--- src/rtl/tmr8_pkg.sv ---
package tmr8_pkg;

   localparam logic [2:0] WM_CTC     = 3'd2;
   localparam logic [2:0] WM_PWM_MAX = 3'd3;
   localparam logic [2:0] WM_PWM_A   = 3'd7;

   typedef enum logic [1:0] {
      OM_HOLD   = 2'b00,
      OM_TOGGLE = 2'b01,
      OM_CLEAR  = 2'b10,
      OM_SET    = 2'b11
   } out_mode_e;

   localparam int unsigned N_CH   = 2;
   localparam int unsigned N_FLAG = 3;

endpackage

--- src/rtl/tmr8_count.sv ---
module tmr8_count #(
   parameter int unsigned W = 8
) (
   input  logic         clk,
   input  logic         rst_n,
   input  logic         tick,
   input  logic [W-1:0] top_val,
   output logic [W-1:0] cnt,
   output logic         bottom_ev,
   output logic         max_ev
);
   localparam logic [W-1:0] CNT_MAX = '1;

   // wrap either at the programmed top or, if the top was passed, at all-ones
   always_comb begin
      max_ev    = tick && (cnt == CNT_MAX);
      bottom_ev = tick && ((cnt == top_val) || (cnt == CNT_MAX));
   end

   always_ff @(posedge clk or negedge rst_n) begin
      if (!rst_n)         cnt <= '0;
      else if (bottom_ev) cnt <= '0;
      else if (tick)      cnt <= cnt + 1'b1;
   end
endmodule

--- src/rtl/tmr8_cmp_reg.sv ---
module tmr8_cmp_reg #(
   parameter int unsigned W = 8
) (
   input  logic         clk,
   input  logic         rst_n,
   input  logic         buffered,
   input  logic         load,
   input  logic         we,
   input  logic [W-1:0] din,
   output logic [W-1:0] act
);
   logic [W-1:0] shadow;

   always_ff @(posedge clk or negedge rst_n) begin
      if (!rst_n) begin
         shadow <= '0;
         act    <= '0;
      end else begin
         if (we) shadow <= din;
         if (!buffered) begin
            if (we) act <= din;
         end else if (load) begin
            act <= we ? din : shadow;
         end
      end
   end
endmodule

--- src/rtl/tmr8_wave_ch.sv ---
module tmr8_wave_ch
   import tmr8_pkg::*;
(
   input  logic       clk,
   input  logic       rst_n,
   input  logic       pwm,
   input  logic       pwm_tgl_en,
   input  logic [1:0] om_bits,
   input  logic       match,
   input  logic       bottom,
   output logic       wave
);
   out_mode_e om;
   logic      nxt;

   always_comb begin
      om  = out_mode_e'(om_bits);
      nxt = wave;
      if (!pwm) begin
         if (match) begin
            case (om)
               OM_TOGGLE: nxt = ~wave;
               OM_CLEAR:  nxt = 1'b0;
               OM_SET:    nxt = 1'b1;
               default:   nxt = wave;
            endcase
         end
      end else begin
         case (om)
            OM_TOGGLE: if (match && pwm_tgl_en) nxt = ~wave;
            OM_CLEAR: begin
               if (bottom)     nxt = 1'b1;
               else if (match) nxt = 1'b0;
            end
            OM_SET: begin
               if (bottom)     nxt = 1'b0;
               else if (match) nxt = 1'b1;
            end
            default: nxt = wave;
         endcase
      end
   end

   always_ff @(posedge clk or negedge rst_n) begin
      if (!rst_n) wave <= 1'b0;
      else        wave <= nxt;
   end
endmodule

--- src/rtl/tmr8_wavegen.sv ---
module tmr8_wavegen
   import tmr8_pkg::*;
#(
   parameter int unsigned W = 8
) (
   input  logic         clk,
   input  logic         rst_n,
   input  logic         tick,
   input  logic [2:0]   wave_mode,
   input  logic [1:0]   out_mode_a,
   input  logic [1:0]   out_mode_b,
   input  logic         cmp_a_we,
   input  logic [W-1:0] cmp_a_din,
   input  logic         cmp_b_we,
   input  logic [W-1:0] cmp_b_din,
   input  logic [2:0]   flag_clr,
   output logic         wave_a,
   output logic         wave_b,
   output logic         match_a_flag,
   output logic         match_b_flag,
   output logic         ovf_flag,
   output logic [W-1:0] count
);
   localparam logic [W-1:0] CNT_MAX = '1;

   if (W < 2) begin : g_bad_width
      $error("tmr8_wavegen: W must be at least 2");
   end

   logic         is_ctc, is_pwm, top_from_a;
   logic [W-1:0] top_val, act_a, act_b;
   logic         bottom_ev, max_ev;

   logic [W-1:0]      cmp_din [N_CH];
   logic [N_CH-1:0]   cmp_we;
   logic [W-1:0]      cmp_act [N_CH];
   logic [N_CH-1:0]   match_ev, pwm_tgl, wave_q;
   logic [1:0]        om_sel  [N_CH];
   logic [N_FLAG-1:0] flag_set, flag_q;

   always_comb begin
      is_ctc     = (wave_mode == WM_CTC);
      is_pwm     = (wave_mode == WM_PWM_MAX) || (wave_mode == WM_PWM_A);
      top_from_a = is_ctc || (wave_mode == WM_PWM_A);
      top_val    = top_from_a ? act_a : CNT_MAX;
      cmp_din[0] = cmp_a_din;
      cmp_din[1] = cmp_b_din;
      cmp_we     = {cmp_b_we, cmp_a_we};
      om_sel[0]  = out_mode_a;
      om_sel[1]  = out_mode_b;
   end

   tmr8_count #(.W(W)) u_count (
      .clk       (clk),
      .rst_n     (rst_n),
      .tick      (tick),
      .top_val   (top_val),
      .cnt       (count),
      .bottom_ev (bottom_ev),
      .max_ev    (max_ev)
   );

   for (genvar ch = 0; ch < N_CH; ch++) begin : g_ch
      tmr8_cmp_reg #(.W(W)) u_cmp (
         .clk      (clk),
         .rst_n    (rst_n),
         .buffered (is_pwm),
         .load     (bottom_ev),
         .we       (cmp_we[ch]),
         .din      (cmp_din[ch]),
         .act      (cmp_act[ch])
      );

      assign match_ev[ch] = tick && (count == cmp_act[ch]);
      // only channel A may toggle in PWM, and only when it also sets the top
      assign pwm_tgl[ch]  = (ch == 0) ? (wave_mode == WM_PWM_A) : 1'b0;

      tmr8_wave_ch u_wave (
         .clk        (clk),
         .rst_n      (rst_n),
         .pwm        (is_pwm),
         .pwm_tgl_en (pwm_tgl[ch]),
         .om_bits    (om_sel[ch]),
         .match      (match_ev[ch]),
         .bottom     (bottom_ev),
         .wave       (wave_q[ch])
      );
   end

   assign act_a    = cmp_act[0];
   assign act_b    = cmp_act[1];
   assign flag_set = {max_ev, match_ev[1], match_ev[0]};

   for (genvar f = 0; f < N_FLAG; f++) begin : g_flag
      always_ff @(posedge clk or negedge rst_n) begin
         if (!rst_n)           flag_q[f] <= 1'b0;
         else if (flag_set[f]) flag_q[f] <= 1'b1;
         else if (flag_clr[f]) flag_q[f] <= 1'b0;
      end
   end

   assign wave_a       = wave_q[0];
   assign wave_b       = wave_q[1];
   assign match_a_flag = flag_q[0];
   assign match_b_flag = flag_q[1];
   assign ovf_flag     = flag_q[2];
endmodule

--- config.mk ---
export PLATFORM = sky130hd
export DESIGN_NAME = tmr8_wavegen
export DESIGN_NICKNAME = d
export VERILOG_FILES = /design/src/rtl/tmr8_pkg.sv /design/src/rtl/tmr8_count.sv /design/src/rtl/tmr8_cmp_reg.sv /design/src/rtl/tmr8_wave_ch.sv /design/src/rtl/tmr8_wavegen.sv
export SDC_FILE = /design/constraint.sdc
export NUM_CORES = 1
export LEC_CHECK = 0
export ABC_AREA = 1
export CELL_PAD_IN_SITES_DETAIL_PLACEMENT = 0
export CELL_PAD_IN_SITES_GLOBAL_PLACEMENT = 1
export CORE_ASPECT_RATIO = 0.7
export CORE_UTILIZATION = 41
export CTS_CLUSTER_SIZE = 40
export DETAILED_ROUTE_END_ITERATION = 6
export PLACE_DENSITY_LB_ADDON = 0.1
export SETUP_SLACK_MARGIN = 0.05
export SLEW_MARGIN = 15
export SYNTH_ARGS = -nofsm -noshare
export SYNTH_HDL_FRONTEND = slang
export SYNTH_SLANG_ARGS = --single-unit
--- constraint.sdc ---
create_clock -name clk -period 3.02 [get_ports clk]
set_input_delay 0.453 -clock clk [delete_from_list [all_inputs] [get_ports clk]]
set_output_delay 0.453 -clock clk [all_outputs]
set_load 0.005 [all_outputs]
==> impl_metrics.py, run 1 <==
metrics = {
    "outcome": {
        "status": "completed",
    },
    "timing": {
        "grt_setup_unrepaired": "no",
        "finalHoldViolCount": 0,
        "final.min_clock_period_ns": 2.44,
        "drv_slew": 0,
        "finalClockSkew_ns": 0.00517,
        "tns_ns": 0,
        "relSlewSlack_pct": 60.1,
        "fmax_mhz": 410,
        "setup_violations": 0,
        "timing.final.crit_share_pct": 80.8,
        "hold_ws_ns": 0.0277,
        "tightest_slew_ns": 0.597,
    },
    "placed_design": {
        "portBuffers": 43,
        "gp_congestion": 0.788,
        "place_hpwl_um": 4090,
    },
    "clock_tree": {
        "cts-root-buf": "clkbuf_8",
        "ctsHoldBuffers": 0,
        "cts_made_buffers": 5,
        "path_clk_slew_ns": 0.08,
        "cts_sinks": 45,
        "cts_resized": 0,
        "tritoncts": "built",
        "htree_levels": 2,
        "insertion_delay_ns": 0.29,
        "clock_path_buffers": 2,
        "cts_setup_buffers": 0,
    },
    "detailed_routing": {
        "vias": 2145,
        "dr.pass1.iters": 4,
        "route.detailed.drc": 0,
        "drtIter0Drc": 91,
        "drtAntennaViolNets": 0,
        "drt-total-wl_um": 5420,
        "vias_per_cell": 4.77,
        "wire_per_inst_um": 12.0,
    },
    "global_routing": {
        "grt_pass1_vias": 1972,
        "grt_first_pass_wirelength_um": 9070,
        "grt_max_degree": 46,
        "grt_usage_pct": 18.9,
        "gr-total-overflow": 0,
        "antenna_found_initial": 0,
    },
    "setup_path": {
        "cp_data_arrival_time_ns": 2.63,
        "required_ns": 3.21,
        "critical_path.max_fanout": 10,
        "start_kind": "primary input",
        "crit_type": "in2reg",
        "cp-end-kind": "register",
        "worst_r2r_path_depth": 15,
    },
    "power_and_ir_drop": {
        "irDropWorstVdd_uv": 381,
        "finalPower_uw": 1740,
        "power.density_nw_per_um2": 569,
        "p_leak_uw": 0.00147,
    },
    "yosys": {
        "synth_cell_types": 29,
        "syn_nets": 367,
        "ys_warn_count": 0,
        "synth-main-ff-cell": "dfrtp_1",
        "syn_area_per_cell_um2": 7.50,
        "synth_most_common_cell": "nand2_1",
        "async_flop_share_pct": 100,
        "synthCells": 334,
        "synth_edf_count": 0,
        "yosysSeqAreaShare_pct": 45.0,
        "synth.area.top_cells": "dfrtp_1 (45%), nand2_1 (12%), inv_1 (7.3%)",
        "ys_ff_latch": 45,
        "synth_area_um2": 2500,
        "synth_common_cells": "nand2_1 (83), inv_1 (49), dfrtp_1 (45)",
        "yosysTopAreaCell": "dfrtp_1",
        "yosys.area.top_type_share_pct": 45.0,
    },
    "floorplanning": {
        "dieWidth_um": 95.4,
        "fp.coreArea_um2": 5810,
        "initial_core_util_pct": 43.1,
        "io_pins": 44,
        "die_area_um2": 6430,
        "placementRows": 23,
        "die_height_um": 67.4,
    },
    "worst_hold_path": {
        "hp-class": "in2async",
    },
    "cells_and_area": {
        "drive_gt1_share_pct": 8.80,
        "antenna_cells": 0,
        "fillers": 587,
        "seq_area_um2": 1130,
        "multiInputGateArea_um2": 1090,
        "area_delta_synth_final_pct": 22.0,
        "nNetsFinal": 409,
    },
    "run": {
        "cap_violations": 0,
    },
}
## registers in the layout (all words and copies together), names as in the netlist
register and cells:
match_a_flag 1, g_ch.u_cmp.act 16, g_ch.u_cmp.shadow 16, g_ch.u_wave.wave 2
match_b_flag 1, u_count.cnt 8, ovf_flag 1
## path summary, 6_finish.rpt
check	from	to	slack, ns
setup / recovery	tick	g_ch[1].u_wave.wave	0.58
hold / removal	rst_n	g_ch[1].u_cmp.shadow[6]	0.03
setup reg to reg	u_count.cnt[0]	g_ch[1].u_wave.wave	0.73
hold reg to reg	match_a_flag	match_a_flag	0.52
max in group asynchronous	rst_n	g_ch[0].u_cmp.shadow[2]	2.52
min in group clk	match_a_flag	match_a_flag	0.52
## cell usage in the layout, fill, tap and decap left out, types with 2 or more instances in the layout
cell type,Yosys,routed
a21oi_1,22,22
buf_4,1,3
clkbuf_8,0,5
clkdlybuf4s50_1,0,42
dfrtp_1,45,45
ha_1,2,2
inv_1,49,49
inv_2,3,3
nand2_1,83,83
nand2_2,6,6
nand2_4,4,4
nand3_1,13,13
nand3_2,2,2
nand3b_1,2,2
nand4_1,4,4
nor2_1,32,32
nor2_2,2,2
nor3_1,5,5
o21ai_0,33,33
o21ai_2,4,4
o21bai_1,2,2
xor2_1,4,4
## critical path, stage by stage
cell and delay, ns:
clkdlybuf4s50_1 0.67, nand2_2 0.11, nor2_4 0.10, nand2_2 0.08, nor2_1 0.16, nand3_2 0.14, nand2_4 0.17, inv_1 0.10
ha_1 0.19, o21ai_0 0.15, nand2_1 0.07, inv_1 0.07, nand2_1 0.05, nand2_1 0.06, nand2_1 0.05
## routing by layer
metal,share of wire [%],track usage [%]
met1,53,27.1
met2,42,28.6
met3,3.6,4.28
met4,1.1,5.60
met5,0,0
## final cells by class
class | instances | share of cell area, %
inverters | 53 | 6.51
flip-flops and latches | 45 | 36.9
well taps | 75 | 3.07
clock inverters | 1 | 0.164
clock buffers | 5 | 2.25
repair buffers | 47 | 15.3
multi-input cells | 224 | 35.8
## where the power goes
group	leakage, uW	switching [uW]	total, uW	internal [uW]
Clock	0.0000399	198	350	153
Combinational	0.000897	289	562	273
Sequential	0.000535	122	827	705
## metrics by stage
stage,cell area (um2),setup WS (ns),utilization [%],cells
floorplan,2500,1.01,-,334
global placement,2960,0.343,50.9,443
detailed placement,2960,0.277,50.9,443
CTS,3040,0.600,52.2,449
global route,3060,0.326,52.6,450
finish,3060,0.581,52.6,450
## cells by family after synthesis
kind of cell    count (synthesis)  synth area share [%]
simple gates                  154                  27.5
xor+xnor                        4                  1.40
buf+inv                        65                  11.3
compound gates                 64                  13.8
flops                          45                  45.0
fa+ha+maj                       2                 0.999
Note: power is estimated with default switching activity, not from simulation.
==> run 2, diff against run 1 <==
--- a/config.mk
+++ b/config.mk
@@ -9,7 +9,7 @@
 export CELL_PAD_IN_SITES_DETAIL_PLACEMENT = 0
 export CELL_PAD_IN_SITES_GLOBAL_PLACEMENT = 1
 export CORE_ASPECT_RATIO = 0.7
-export CORE_UTILIZATION = 41
+export CORE_UTILIZATION = 34
 export CTS_CLUSTER_SIZE = 40
 export DETAILED_ROUTE_END_ITERATION = 6
 export PLACE_DENSITY_LB_ADDON = 0.1
==> constraint.sdc (replaced) <==
create_clock -name clk -period 2.1 [get_ports clk]
set_input_delay 0.315 -clock clk [delete_from_list [all_inputs] [get_ports clk]]
set_output_delay 0.315 -clock clk [all_outputs]
set_load 0.005 [all_outputs]
==> run 2 against run 1 <==
The run now ends with negative hold slack left. Final area is 6.7% higher. Core utilization is 5.6 points lower. Critical path depth stayed put. Largest power group unchanged. Register-to-register slack worse by 0.52 ns. Total power is 61% higher. Wire length is 9.3% higher. Flip-flop and latch count stayed put. Non-clock buffer count is 17 higher. Die area is 20% higher. Sequential power is 43% higher. Hold slack worse by 0.038 ns. Sequential share of layout area is 2.2 points lower. Largest cell class unchanged.
==> impl_metrics.py, run 2 (synthesized netlist as in run 1, its figures left out) <==
metrics = {
    "setup_path": {
        "critical-path-slowest-cell": "dfrtp_2",
        "crit_type": "reg2reg",
        "crit_chain": "ha_2 > nand2_2 > nor2_4 > nand2_2 > nor2_2 > nand3_2 > nand2_4 > inv_1 > ha_1 > o21ai_1 > nand2_1 > inv_1 > nand2_1 > nand2_1 > nand2_1",
        "required_ns": 2.29,
        "cp-end-kind": "register",
        "critical_path.max_fanout": 5,
        "cp_data_arrival_time_ns": 2.08,
        "crit_top_cell": "nand2_1",
        "start_kind": "register",
        "cpPeakStageDelay_ns": 0.41,
    },
    "power_and_ir_drop": {
        "pwr-share-clk_pct": 24.6,
        "p_switching_uw": 934,
        "p_int_uw": 1870,
        "power.density_nw_per_um2": 859,
        "power_switching_share_pct": 33.4,
        "sequentialPowerShare_pct": 42.0,
        "p_comb_share_pct": 33.4,
        "p_leak_uw": 0.00157,
        "irDropWorstVdd_uv": 399,
    },
    "worst_hold_path": {
        "hp-class": "in2async",
    },
    "detailed_routing": {
        "drtAntennaViolNets": 0,
        "route.detailed.drc": 0,
        "drtIter0Drc": 74,
        "wire_per_inst_um": 12.1,
        "vias": 2225,
        "vias_per_cell": 4.56,
        "dr.pass1.iters": 4,
        "drt-total-wl_um": 5930,
    },
    "floorplanning": {
        "placementRows": 25,
        "die_area_um2": 7720,
        "dieWidth_um": 105,
        "initial_core_util_pct": 36.1,
        "die_height_um": 73.8,
        "io_pins": 44,
        "fp.coreArea_um2": 6940,
    },
    "timing": {
        "setup_violations": 0,
        "tns_ns": 0,
        "setup_ws_ns": 0.210,
        "finalHoldViolCount": 8,
        "final.min_clock_period_ns": 1.89,
        "fmax_mhz": 529,
        "grt_setup_unrepaired": "no",
        "finalClockSkew_ns": 0.00983,
        "hold_ws_ns": -0.00997,
        "relSlewSlack_pct": 63.1,
        "drv_slew": 0,
        "timing.final.crit_share_pct": 90.0,
        "tightest_slew_ns": 0.554,
    },
    "cells_and_area": {
        "fillers": 717,
        "drive_gt1_share_pct": 14.5,
        "final_cell_mix": "nand2_1 (83), inv_1 (49), dfrtp_1 (42)",
        "instances_no_fill": 488,
        "area_delta_synth_final_pct": 30.1,
        "stdcell_area_um2": 3260,
        "largestRegisters": "g_ch.u_cmp.act: 16 flops, g_ch.u_cmp.shadow: 16 flops, u_count.cnt: 8 flops",
        "nNetsFinal": 426,
        "antenna_cells": 0,
        "layout_commonest_cell": "nand2_1",
    },
    "clock_tree": {
        "tritoncts": "built",
        "insertion_delay_ns": 0.30,
        "ctsHoldBuffers": 0,
        "htree_levels": 2,
        "cts-root-buf": "clkbuf_8",
        "cts_sinks": 45,
        "cts_made_buffers": 5,
        "path_clk_slew_ns": 0.09,
        "clock_path_buffers": 2,
    },
    "run": {
        "cap_violations": 0,
    },
    "placed_design": {
        "place_inst": 479,
        "portBuffers": 43,
        "pre_cts_slack_ns": -0.325,
        "dpl-instance-area_um2": 3130,
        "gp_congestion": 0.764,
        "place_hpwl_um": 4550,
    },
    "global_routing": {
        "grt_pass1_vias": 2157,
        "gr-total-overflow": 0,
        "grt_usage_pct": 16.9,
        "grt_max_degree": 35,
        "grt_first_pass_wirelength_um": 10200,
        "antenna_found_initial": 0,
    },
    "outcome": {
        "status": "finished, violations left",
        "violations": "negative hold slack",
    },
}
-- run 2: cell count changes in the layout (fill, tap and decap cells not counted), sizes merged --
cell | before | now
dlygate4sd2 | 0 | 1
clkdlybuf4s50 | 42 | 41
clkbuf | 5 | 7
clkinv | 2 | 1
buf | 5 | 22
bufinv | 0 | 1
-- run 2: power by group through the flow --
stage,Clock (uW),Sequential [uW],Combinational (uW)
after floorplan,0,1150,522
after global placement,0,1190,929
after detailed placement,0,1190,927
after CTS,712,1170,932
after global routing,740,1200,1060
final,688,1180,935
-- run 2: area by class of cell --
class | instances | area (um2) | share of cell area (%)
Sequential cell | 45 | 1130 | 34.7
Multi-Input combinational cell | 224 | 1100 | 33.8
Timing Repair Buffer | 64 | 594 | 18.2
Inverter | 53 | 199 | 6.10
Tap cell | 94 | 118 | 3.61
Clock buffer | 7 | 86.3 | 2.65
Clock inverter | 1 | 30.0 | 0.921
-- run 2: per-stage QoR --
stage | power (uW) | utilization (%)
CTS | 2820 | 46.7
global placement | 2120 | 45.0
global route | 3010 | 46.9
finish | 2800 | 46.9
floorplan | 1670 | -
detailed placement | 2120 | 45.0
-- run 2: path summary, 6_finish.rpt --
check | start | end | slack (ns) | depth (start not counted)
worst max register to register | u_count.cnt[0] | g_ch[1].u_wave.wave | 0.21 | 15
max in group asynchronous | rst_n | u_count.cnt[7] | 1.49 | 2
min in group clk | match_a_flag | match_a_flag | 0.52 | 2
worst max-delay path | u_count.cnt[0] | g_ch[1].u_wave.wave | 0.21 | 15
worst min register to register | match_a_flag | match_a_flag | 0.52 | 2
worst min-delay path | rst_n | g_ch[1].u_cmp.shadow[7] | -0.01 | 1
-- run 2: metal layers --
| layer | vias to the layer above | wire [um] | global-route usage [%] |
|---|---|---|---|
| met5 | - | 0 | 0 |
| met4 | 0 | 42 | 3.76 |
| met3 | 5 | 195 | 3.37 |
| met2 | 38 | 2470 | 26.0 |
| met1 | 1017 | 3220 | 24.5 |
| li1 | 1165 | - | - |
-- run 2: critical path, delay by kind of cell (launching register included) --
family                   cells  cell delay, ns
flip-flops                   1            0.41
AND/OR/NAND/NOR             10            0.75
adder cells (fa/ha/maj)      2            0.38
AO/OA/AOI/OAI                1            0.13
buffers and inverters        2            0.11
-- run 2: what timing repair did --
action,4_1_cts,5_1_grt
setup buffers,0,1
resized for setup,1,7
setup endpoints to repair,1,14
endpoints found under the hold margin,0,0
